**src/rtl/fpm_pkg.sv**
```systemverilog
package fpm_pkg;

  typedef enum logic [3:0] {
    ST_PRE, ST_IDLE, ST_ROW, ST_CADR, ST_CAS,
    ST_CPRE, ST_OPEN, ST_RCSR, ST_RHLD, ST_RREC
  } fpm_state_e;

  // Timer load value for a phase lasting n cycles
  function automatic int unsigned ld_of(input int unsigned n);
    return (n > 0) ? n - 1 : 0;
  endfunction

  function automatic int unsigned tmax2(input int unsigned a, input int unsigned b);
    return (a > b) ? a : b;
  endfunction

  // Zero the byte lanes that are not enabled
  function automatic logic [15:0] lane_mask(input logic [1:0] be, input logic [15:0] d);
    return d & {{8{be[1]}}, {8{be[0]}}};
  endfunction

endpackage

```
**src/rtl/fpm_timer.sv**
```systemverilog
module fpm_timer #(
  parameter int CNT_W   = 4,
  parameter int RST_VAL = 0
) (
  input  logic             clk,
  input  logic             rst_n,
  input  logic             load,
  input  logic [CNT_W-1:0] load_val,
  output logic             done
);
  logic [CNT_W-1:0] cnt_q;

  always_ff @(posedge clk or negedge rst_n) begin
    if (!rst_n)              cnt_q <= CNT_W'(RST_VAL);
    else if (load)           cnt_q <= load_val;
    else if (cnt_q != '0)    cnt_q <= cnt_q - 1'b1;
  end

  assign done = (cnt_q == '0);
endmodule

```
**src/rtl/fpm_page.sv**
```systemverilog
module fpm_page #(
  parameter int ROW_W = 12
) (
  input  logic             clk,
  input  logic             rst_n,
  input  logic             open_set,
  input  logic             open_clr,
  input  logic [ROW_W-1:0] set_row,
  input  logic [ROW_W-1:0] cmp_row,
  output logic             hit
);
  logic             open_q;
  logic [ROW_W-1:0] row_q;

  always_ff @(posedge clk or negedge rst_n) begin
    if (!rst_n) begin
      open_q <= 1'b0;
      row_q  <= '0;
    end else if (open_set) begin
      open_q <= 1'b1;
      row_q  <= set_row;
    end else if (open_clr) begin
      open_q <= 1'b0;
    end
  end

  assign hit = open_q && (row_q == cmp_row);

  AST_PAGE_SET_CLR_EXCL: assert property (@(posedge clk) disable iff (!rst_n)
    !(open_set && open_clr));
endmodule

```
**src/rtl/fpm_dram_ctrl.sv**
```systemverilog
module fpm_dram_ctrl #(
  parameter int ADDR_W = 22,
  parameter int ROW_W  = 10,
  parameter int T_RP   = 3,
  parameter int T_RCD  = 2,
  parameter int T_CAS  = 2,
  parameter int T_CP   = 1,
  parameter int T_CSR  = 1,
  parameter int T_CHR  = 2,
  parameter int T_RREC = 2
) (
  input  logic              clk,
  input  logic              rst_n,
  input  logic              req_valid,
  output logic              req_ready,
  input  logic [ADDR_W-1:0] req_addr,
  input  logic              req_we,
  input  logic [1:0]        req_be,
  input  logic [15:0]       req_wdata,
  output logic              rd_valid,
  output logic [15:0]       rd_data,
  input  logic              ref_req,
  output logic [11:0]       dram_a,
  output logic              dram_ras_n,
  output logic              dram_lcas_n,
  output logic              dram_ucas_n,
  output logic              dram_we_n,
  output logic              dram_oe_n,
  output logic [15:0]       dram_dq_o,
  output logic              dram_dq_oe,
  input  logic [15:0]       dram_dq_i
);
  import fpm_pkg::*;

  localparam int COL_W = ADDR_W - ROW_W;
  localparam int MA_W  = (ROW_W > COL_W) ? ROW_W : COL_W;
  localparam int T_MAX = tmax2(tmax2(tmax2(T_RP, T_RCD), tmax2(T_CAS, T_CP)),
                               tmax2(tmax2(T_CSR, T_CHR), T_RREC));
  localparam int CNT_W = $clog2(T_MAX + 1);

  fpm_state_e       state_q, state_d;
  logic             tmr_load, tmr_done;
  logic [CNT_W-1:0] tmr_val;
  logic             page_hit, accept, ref_pend_q, ref_start, open_set, open_clr;
  logic [ROW_W-1:0] req_row, rq_row;
  logic [COL_W-1:0] req_col, rq_col;
  logic             rq_we;
  logic [1:0]       rq_be;
  logic [15:0]      rq_wdata;
  logic [7:0]       ras_hi_cycles;
  logic             in_row_phase, in_ref_cas;

  assign req_row = req_addr[ADDR_W-1 -: ROW_W];
  assign req_col = req_addr[COL_W-1:0];

  fpm_timer #(.CNT_W(CNT_W), .RST_VAL(ld_of(T_RP))) u_timer (
    .clk(clk), .rst_n(rst_n), .load(tmr_load), .load_val(tmr_val), .done(tmr_done));

  fpm_page #(.ROW_W(ROW_W)) u_page (
    .clk(clk), .rst_n(rst_n), .open_set(open_set), .open_clr(open_clr),
    .set_row(req_row), .cmp_row(req_row), .hit(page_hit));

  assign req_ready = !(ref_pend_q || ref_req) &&
                     ((state_q == ST_IDLE) || (state_q == ST_OPEN && page_hit));
  assign accept    = req_valid && req_ready;
  assign ref_start = (state_q == ST_IDLE) && ref_pend_q;
  assign open_set  = (state_q == ST_IDLE) && accept;
  assign open_clr  = (state_d == ST_PRE) && (state_q != ST_PRE);

  always_comb begin
    state_d  = state_q;
    tmr_load = 1'b0;
    tmr_val  = '0;
    unique case (state_q)
      ST_PRE:  if (tmr_done) state_d = ST_IDLE;
      ST_IDLE:
        if (ref_pend_q) begin
          state_d = ST_RCSR; tmr_load = 1'b1; tmr_val = CNT_W'(ld_of(T_CSR));
        end else if (accept) begin
          state_d = ST_ROW;  tmr_load = 1'b1; tmr_val = CNT_W'(ld_of(T_RCD));
        end
      ST_ROW:  if (tmr_done) state_d = ST_CADR;
      ST_CADR: begin
        state_d = ST_CAS; tmr_load = 1'b1; tmr_val = CNT_W'(ld_of(T_CAS));
      end
      ST_CAS:
        if (tmr_done) begin
          state_d = ST_CPRE; tmr_load = 1'b1; tmr_val = CNT_W'(ld_of(T_CP));
        end
      ST_CPRE: if (tmr_done) state_d = ST_OPEN;
      ST_OPEN:
        if (ref_pend_q || (req_valid && !page_hit)) begin
          state_d = ST_PRE; tmr_load = 1'b1; tmr_val = CNT_W'(ld_of(T_RP));
        end else if (accept) begin
          state_d = ST_CADR;
        end
      ST_RCSR:
        if (tmr_done) begin
          state_d = ST_RHLD; tmr_load = 1'b1; tmr_val = CNT_W'(ld_of(T_CHR));
        end
      ST_RHLD:
        if (tmr_done) begin
          state_d = ST_RREC; tmr_load = 1'b1; tmr_val = CNT_W'(ld_of(T_RREC));
        end
      ST_RREC:
        if (tmr_done) begin
          state_d = ST_PRE; tmr_load = 1'b1; tmr_val = CNT_W'(ld_of(T_RP));
        end
      default: state_d = ST_PRE;
    endcase
  end

  always_ff @(posedge clk or negedge rst_n) begin
    if (!rst_n) begin
      state_q    <= ST_PRE;
      ref_pend_q <= 1'b0;
      rq_row     <= '0;
      rq_col     <= '0;
      rq_we      <= 1'b0;
      rq_be      <= 2'b00;
      rq_wdata   <= '0;
      rd_valid   <= 1'b0;
      rd_data    <= '0;
      ras_hi_cycles <= '0;
    end else begin
      state_q    <= state_d;
      ref_pend_q <= (ref_pend_q && !ref_start) || ref_req;
      if (accept) begin
        rq_row   <= req_row;
        rq_col   <= req_col;
        rq_we    <= req_we;
        rq_be    <= req_be;
        rq_wdata <= req_wdata;
      end
      rd_valid <= (state_q == ST_CAS) && tmr_done && !rq_we;
      if ((state_q == ST_CAS) && tmr_done && !rq_we)
        rd_data <= lane_mask(rq_be, dram_dq_i);
      if (!dram_ras_n) ras_hi_cycles <= '0;
      else if (ras_hi_cycles != 8'hFF) ras_hi_cycles <= ras_hi_cycles + 8'd1;
    end
  end

  // Pin decode
  assign in_row_phase = (state_q == ST_ROW) || (state_q == ST_CADR) || (state_q == ST_CAS);
  assign in_ref_cas   = (state_q == ST_RCSR) || (state_q == ST_RHLD);
  assign dram_ras_n   = (state_q == ST_PRE) || (state_q == ST_IDLE) || (state_q == ST_RCSR);
  assign dram_lcas_n  = !(((state_q == ST_CAS) && rq_be[0]) || in_ref_cas);
  assign dram_ucas_n  = !(((state_q == ST_CAS) && rq_be[1]) || in_ref_cas);
  assign dram_we_n    = !(rq_we && in_row_phase);
  assign dram_oe_n    = !(!rq_we && (state_q == ST_CAS));
  assign dram_dq_oe   = rq_we && ((state_q == ST_CADR) || (state_q == ST_CAS));
  assign dram_dq_o    = rq_wdata;

  always_comb begin
    if (state_q == ST_IDLE)     dram_a = 12'(MA_W'(req_row));
    else if (state_q == ST_ROW) dram_a = 12'(MA_W'(rq_row));
    else                        dram_a = 12'(MA_W'(rq_col));
  end

  AST_RAS_PRECHARGE: assert property (@(posedge clk) disable iff (!rst_n)
    $fell(dram_ras_n) |-> (ras_hi_cycles >= 8'(T_RP)));
  AST_ROW_ADDR_STABLE: assert property (@(posedge clk) disable iff (!rst_n)
    ($fell(dram_ras_n) && dram_lcas_n && dram_ucas_n) |-> $stable(dram_a));
  AST_COL_ADDR_STABLE: assert property (@(posedge clk) disable iff (!rst_n)
    (($fell(dram_lcas_n) || $fell(dram_ucas_n)) && !dram_ras_n) |-> $stable(dram_a));
  AST_CBR_ORDER: assert property (@(posedge clk) disable iff (!rst_n)
    ($fell(dram_ras_n) && !dram_lcas_n) |-> (dram_we_n && $past(!dram_lcas_n && !dram_ucas_n)));
  AST_EARLY_WRITE: assert property (@(posedge clk) disable iff (!rst_n)
    (($fell(dram_lcas_n) || $fell(dram_ucas_n)) && !dram_we_n) |-> ($past(!dram_we_n) && dram_oe_n));
  AST_OE_NOT_ON_WRITE: assert property (@(posedge clk) disable iff (!rst_n)
    !dram_oe_n |-> (dram_we_n && !dram_dq_oe));
  AST_RD_ONE_CYCLE: assert property (@(posedge clk) disable iff (!rst_n)
    rd_valid |=> !rd_valid);
endmodule

```
**config.mk**
```make
export PLATFORM = sky130hd
export DESIGN_NAME = fpm_dram_ctrl
export DESIGN_NICKNAME = d
export VERILOG_FILES = /design/src/rtl/fpm_pkg.sv /design/src/rtl/fpm_timer.sv /design/src/rtl/fpm_page.sv /design/src/rtl/fpm_dram_ctrl.sv
export SDC_FILE = /design/constraint.sdc
export NUM_CORES = 1
export LEC_CHECK = 0
export ABC_AREA = 1
export CAP_MARGIN = 20
export CORE_ASPECT_RATIO = 0.7
export CORE_MARGIN = 2
export CORE_UTILIZATION = 40
export CTS_CLUSTER_SIZE = 25
export DETAILED_ROUTE_END_ITERATION = 8
export DONT_BUFFER_PORTS = 1
export MAX_ROUTING_LAYER = met4
export PLACE_DENSITY = 0.55
export SLEW_MARGIN = 10
export SYNTH_ARGS = -nofsm -noshare
export SYNTH_HDL_FRONTEND = slang
export SYNTH_SLANG_ARGS = --single-unit
```
**constraint.sdc**
```tcl
create_clock -name clk -period 4.7 [get_ports clk]
set_input_delay 0 -clock clk [delete_from_list [all_inputs] [get_ports clk]]
set_output_delay 0 -clock clk [all_outputs]
set_load 0.005 [all_outputs]
```
Word level (Yosys, flattened, before mapping)
Index checks and enable logic that the tools add are counted.
Storage, ports and cells
  register bits after elaboration: 76
  input port bits: 61
  output and inout bits: 52
Cells by class
  add/subtract/negate cells: 1
  equality and inequality tests: 10
  mux-type cells: 29
  bitwise logic cells: 1
  reductions and logical operators: 45
Operator list (number)
  $mux W4: 11
  $pmux W4 S10: 1
  $mux W12: 2
  $and A16 B16 Y16: 1
  $eq A4 B3 Y1 const B: 4
  $logic_and A1 B1 Y1: 16
  $logic_or A1 B1 Y1: 12
  $eq A10 B10 Y1: 1
  $pmux W2 S5: 1
  $mux W1: 9
  $eq A4 B2 Y1 const B: 2
  $eq A4 B4 Y1 const B: 2
  $logic_not A1 Y1: 8
  $logic_not A4 Y1: 2
  $mux W2: 4
  $reduce_bool A2 Y1: 3
  $eq A4 B1 Y1 const B: 1
  $pmux W1 S4: 1
  $reduce_bool A4 Y1: 1
  $reduce_or A4 Y1: 1
  $logic_not A2 Y1: 1
  $reduce_or A2 Y1: 1
  $sub A2 B1 Y2 const B: 1

Logic depth before layout (Yosys ltp)
  depth after elaboration: 13
  depth in mapped cells: 16

Hierarchy
From an unflattened synthesis, not the netlist that was laid out.
Unflattened totals
  cells, all modules: 403
  area total of the unflattened synthesis: 3804.9 um^2
Modules (own cells, without submodules)
  fpm_dram_ctrl: times used 1, cells each 303, area each 3100.5 um^2, sequential area each 1576.5 um^2
  fpm_page: times used 1, cells each 83, area each 583.1 um^2, sequential area each 275.3 um^2
  fpm_timer: times used 1, cells each 17, area each 121.4 um^2, sequential area each 51.3 um^2

Least setup slack after synthesis
Ideal clock, no wire load.
  path kind: register to register
  from: register state_q[2]
  to: register rq_wdata[10] (netlist: dram_dq_o[10])
  arrival time: 1.557 ns
  data required time: 4.575 ns
  path slack: 3.018 ns
  cell stages (with the launch flop): 7
  buffers on the path: 1
  clock period less this slack: 1.682 ns
  cell sequence: dfrtp_1 > nor2_1 > nand2_2 > a21boi_2 > nand3_4 > buf_6 > mux2_4
On the way
  longest elaborated chain between the ends: 5
Ends and longest elaborated chain
  start, declared: RTL line fpm_dram_ctrl.sv:41  | fpm_state_e state_q, state_d;
  start signal, assigned: RTL line fpm_dram_ctrl.sv:126  | state_q <= state_d;
  $eq A4 B3 Y1: RTL line fpm_dram_ctrl.sv:64  | ((state_q == ST_IDLE) || (state_q == ST_OPEN && page_hit));
  $logic_and A1 B1 Y1: RTL line fpm_dram_ctrl.sv:64
  $logic_or A1 B1 Y1 *: RTL line fpm_dram_ctrl.sv:64
  $logic_and A1 B1 Y1 *: RTL line fpm_dram_ctrl.sv:63  | assign req_ready = !(ref_pend_q || ref_req) &&
  $logic_and A1 B1 Y1 *: RTL line fpm_dram_ctrl.sv:65  | assign accept = req_valid && req_ready;
  end signal, assigned: RTL line fpm_dram_ctrl.sv:133  | rq_wdata <= req_wdata;
  end, declared: RTL line fpm_dram_ctrl.sv:49  | logic [15:0] rq_wdata;
Mark *: on every way between the ends. The rest lies on a longest branch, timed or not.
A chain may end at the register's enable or synchronous reset.

Worst setup path after layout
  from: register state_q[2]
  to: register u_page.open_q
On the way
  longest elaborated chain between the ends: 11
Ends and longest elaborated chain
  $eq A4 B3 Y1: RTL line fpm_dram_ctrl.sv:64, fpm_dram_ctrl.sv:74
  $logic_and A1 B1 Y1: RTL line fpm_dram_ctrl.sv:64
  $logic_or A1 B1 Y1: RTL line fpm_dram_ctrl.sv:64
  $logic_and A1 B1 Y1: RTL line fpm_dram_ctrl.sv:63
  $logic_and A1 B1 Y1: RTL line fpm_dram_ctrl.sv:65
  $mux W4, on equally long branches: RTL line fpm_dram_ctrl.sv:94, fpm_dram_ctrl.sv:79
  $mux W4, on equally long branches: RTL line fpm_dram_ctrl.sv:92, fpm_dram_ctrl.sv:77
  $pmux W4 S10: RTL line fpm_dram_ctrl.sv:74  | unique case (state_q)
  $logic_not A4 Y1: RTL line fpm_dram_ctrl.sv:68  | assign open_clr = (state_d == ST_PRE) && (state_q != ST_PRE);
  $logic_and A1 B1 Y1: RTL line fpm_dram_ctrl.sv:68
  $reduce_bool A2 Y1 (no line)
  end signal, assigned: RTL line fpm_page.sv:17  | open_q <= 1'b0;
  end signal, assigned: RTL line fpm_page.sv:20  | open_q <= 1'b1;
  end signal, assigned: RTL line fpm_page.sv:23  | open_q <= 1'b0;
  end, declared: RTL line fpm_page.sv:12  | logic open_q;
Several ways; a longest one is shown, not always the timed one.

==> reports/results.ini <==
[run_status]
status=finished clean

[synth]
syn_area_sq_um=3680
yosysTopAreaCell=dfrtp_1
syn_nets=463
ys_types=30
synthTopCellsByArea=dfrtp_1, mux2_4, nand2_1
synth_area_per_cell_sq_um=9.18
synth-seq-area-share_pct=51.7
synthDominantCellAreaShare_pct=51.0
synth-seq-cells=76
synthCells=401
yosys_warnings=0

[sta]
fmax_ghz=0.352
worstMarginPinSlew_ns=0.891
skew_ns=0.00607
setup_violations=0
hold_violations=0
holdWs_ns=0.144
slew_viol_final=0
rsz0062_at_grt=no
min_period_ns=2.84
period_share_pct=60.4
relSlewSlack_pct=40.5
tns_ns=0
timing.final.ws_setup_ns=1.86

[floorplan]
initial_core_util_pct=40.9
die-area_sq_um=10000
die_x_um=119
rows=29
chipHeight_um=84.3
coreArea_sq_um=9000
boundaryPins=113

[detailed_routing]
ant_nets=0
dr_total_vias=2905
routedWlPerCell_um=15.4
dr.pass1.iters=4
routed_via_density=4.97
drc_errors=0
routed_wl_um=9000
drt-initial-drc-count=181

[placed_design]
place_congestion=0.837
dp_hpwl_um=5610
placed_cells=508
preCtsSetupSlack_ns=1.85
port-buffer-count=0
place_area_sq_um=3750

[final_layout]
postLayoutCellArea_sq_um=4690
multi_input_area_sq_um=1560
nFillCells=841
area_delta_synth_final_pct=27.5
nNetsFinal=518
utilization_pct=52.2
num_antenna_cells=0
regArea_sq_um=1900
final_cells=585
drive_above_1_share_pct=11.7

[clock_tree]
clock_sink_count=76
postCtsSetupRepairBufs=0
numCtsBuffers=9
cts_tree=yes
cts_buffer_depth=2
clk_pin_slew_ns=0.06
htree_levels=3
cts-root-buf=clkbuf_16
clk_latency_ns=0.33

[setup_path]
cp_data_arrival_time_ns=3.02
rrSetupSlack_ns=1.86
critPathRequiredTime_ns=4.88
crit_type=register to register
setup.worst_path.start_class=register
crit_fanout=55
end_kind=register
reg2reg_depth=10

[grt]
grt_max_degree=77
grt_pass1_wl_um=15400
antenna_found_initial=0
grt_pass1_vias=3052
grt_overflow=0
grt_use_total_pct=20.0

[hold_path]
whs_path_depth=2
hold_path_class=input port to output port

[power_and_ir_drop]
switching_share_pct=34.3
power.switching_mw=0.832
power.density_nw_per_um2=516
peakVddDrop_v=0.000279
internal_power_mw=1.59
clkPwrFrac_pct=30.4
finalPower_mw=2.42
p_leak_nw=2.22
sequentialPowerShare_pct=40.0
comb_power_share_pct=29.6

[job]
maxCapViolations=0

==> area by class of cell <==
class                           count  share of cell area (%)
Inverter                           36                    2.88
Tap cell                          124                    3.30
Sequential cell                    76                    40.5
Multi-Input combinational cell    272                    33.1
Clock buffer                       10                    4.88
Clock inverter                      6                    1.89
Timing Repair Buffer               61                    13.4
==> path summary, 6_finish.rpt <==
kind,start,endpoint
worst max-delay path,state_q[2],u_page.open_q
worst min-delay path,req_addr[12],dram_a[0]
worst max register to register,state_q[2],u_page.open_q
worst min register to register,rq_row[6],rq_row[6]
max in group asynchronous,rst_n,u_timer.cnt_q[1]
min in group asynchronous,rst_n,rd_data[8]
==> worst max-delay path: stages (launching register included) <==
cell and delay, ns:
dfrtp_1 0.41, nor2_1 0.24, nand2_2 0.36, a21boi_2 0.31, nand3_4 0.65, nand3_1 0.35, nand3_1 0.10, nor2_1 0.10
nand2_1 0.05, nand2_1 0.05, nand2_1 0.05
==> per-layer routing <==
| layer | up-vias | wire, um | GRT usage, % |
|---|---|---|---|
| li1 | 1428 | - | - |
| met1 | 1374 | 4200 | 25.1 |
| met2 | 88 | 4130 | 31.3 |
| met3 | 15 | 512 | 5.84 |
| met4 | 0 | 152 | 6.39 |
| met5 | - | 0 | - |
==> cells in the mapped netlist <==
master,n
a211oi_1,1
a21boi_0,1
a21boi_2,1
a21oi_1,5
a31oi_1,11
buf_1,2
buf_2,1
buf_6,3
clkbuf_1,11
dfrtp_1,75
dfstp_2,1
ha_1,1
inv_1,35
inv_2,1
mux2_2,2
mux2_4,28
nand2_1,104
nand2_2,1
nand3_1,25
nand3_4,1
nand4_1,2
nor2_1,36
nor2_2,1
nor2_4,1
nor4_1,1
o2111ai_1,1
o211ai_1,1
o21ai_0,44
or2_2,1
xnor2_1,3
==> flip-flops by register name, indices dropped and copies added (netlist names), 2 cells and up <==
signal         cells
dram_dq_o         16
rd_data           16
rq_col            12
rq_row            10
u_page.row_q      10
state_q            4
rq_be              2
u_timer.cnt_q      2
==> power groups by stage <==
| stage | combinational [mW] | clock (mW) | sequential, mW |
|---|---|---|---|
| floorplan | 0.548 | 0 | 0.934 |
| global placement | 0.652 | 0 | 0.974 |
| detailed placement | 0.661 | 0 | 0.976 |
| CTS | 0.718 | 0.751 | 0.967 |
| global route | 0.836 | 0.782 | 0.992 |
| finish | 0.716 | 0.735 | 0.970 |
==> cells in the final DEF, fill, tap and decap left out <==
master,n
a211oi_1,1
a21boi_0,1
a21boi_2,1
a21oi_1,5
a31oi_1,11
buf_16,1
bufinv_16,2
clkbuf_1,1
clkbuf_16,9
clkinv_2,1
clkinv_4,1
clkinvlp_4,2
dfrtp_1,75
dfstp_2,1
dlygate4sd3_1,60
ha_1,1
inv_1,35
inv_2,1
mux2_2,2
mux2_4,28
nand2_1,104
nand2_2,1
nand3_1,25
nand3_4,1
nand4_1,2
nor2_1,36
nor2_2,1
nor2_4,1
nor4_1,1
o2111ai_1,1
o211ai_1,1
o21ai_0,44
or2_2,1
xnor2_1,3
==> cell families (layout without fill, tap and decap cells) <==
logic type | Yosys count | count (layout) | synth area share [%]
AO/OA/AOI/OAI | 65 | 65 | 9.69
XOR/XNOR | 3 | 3 | 0.714
adder cells (fa/ha/maj) | 1 | 1 | 0.340
buffers and inverters | 53 | 113 | 6.05
multiplexers | 30 | 30 | 12.0
flip-flops | 76 | 76 | 51.7
AND/OR/NAND/NOR | 173 | 173 | 19.5
==> what timing repair did <==
item	in CTS	in global routing
hold endpoints to repair	145	0
hold buffers	61	0
gates resized for setup	0	0
Power figures use the tool's default switching activity.
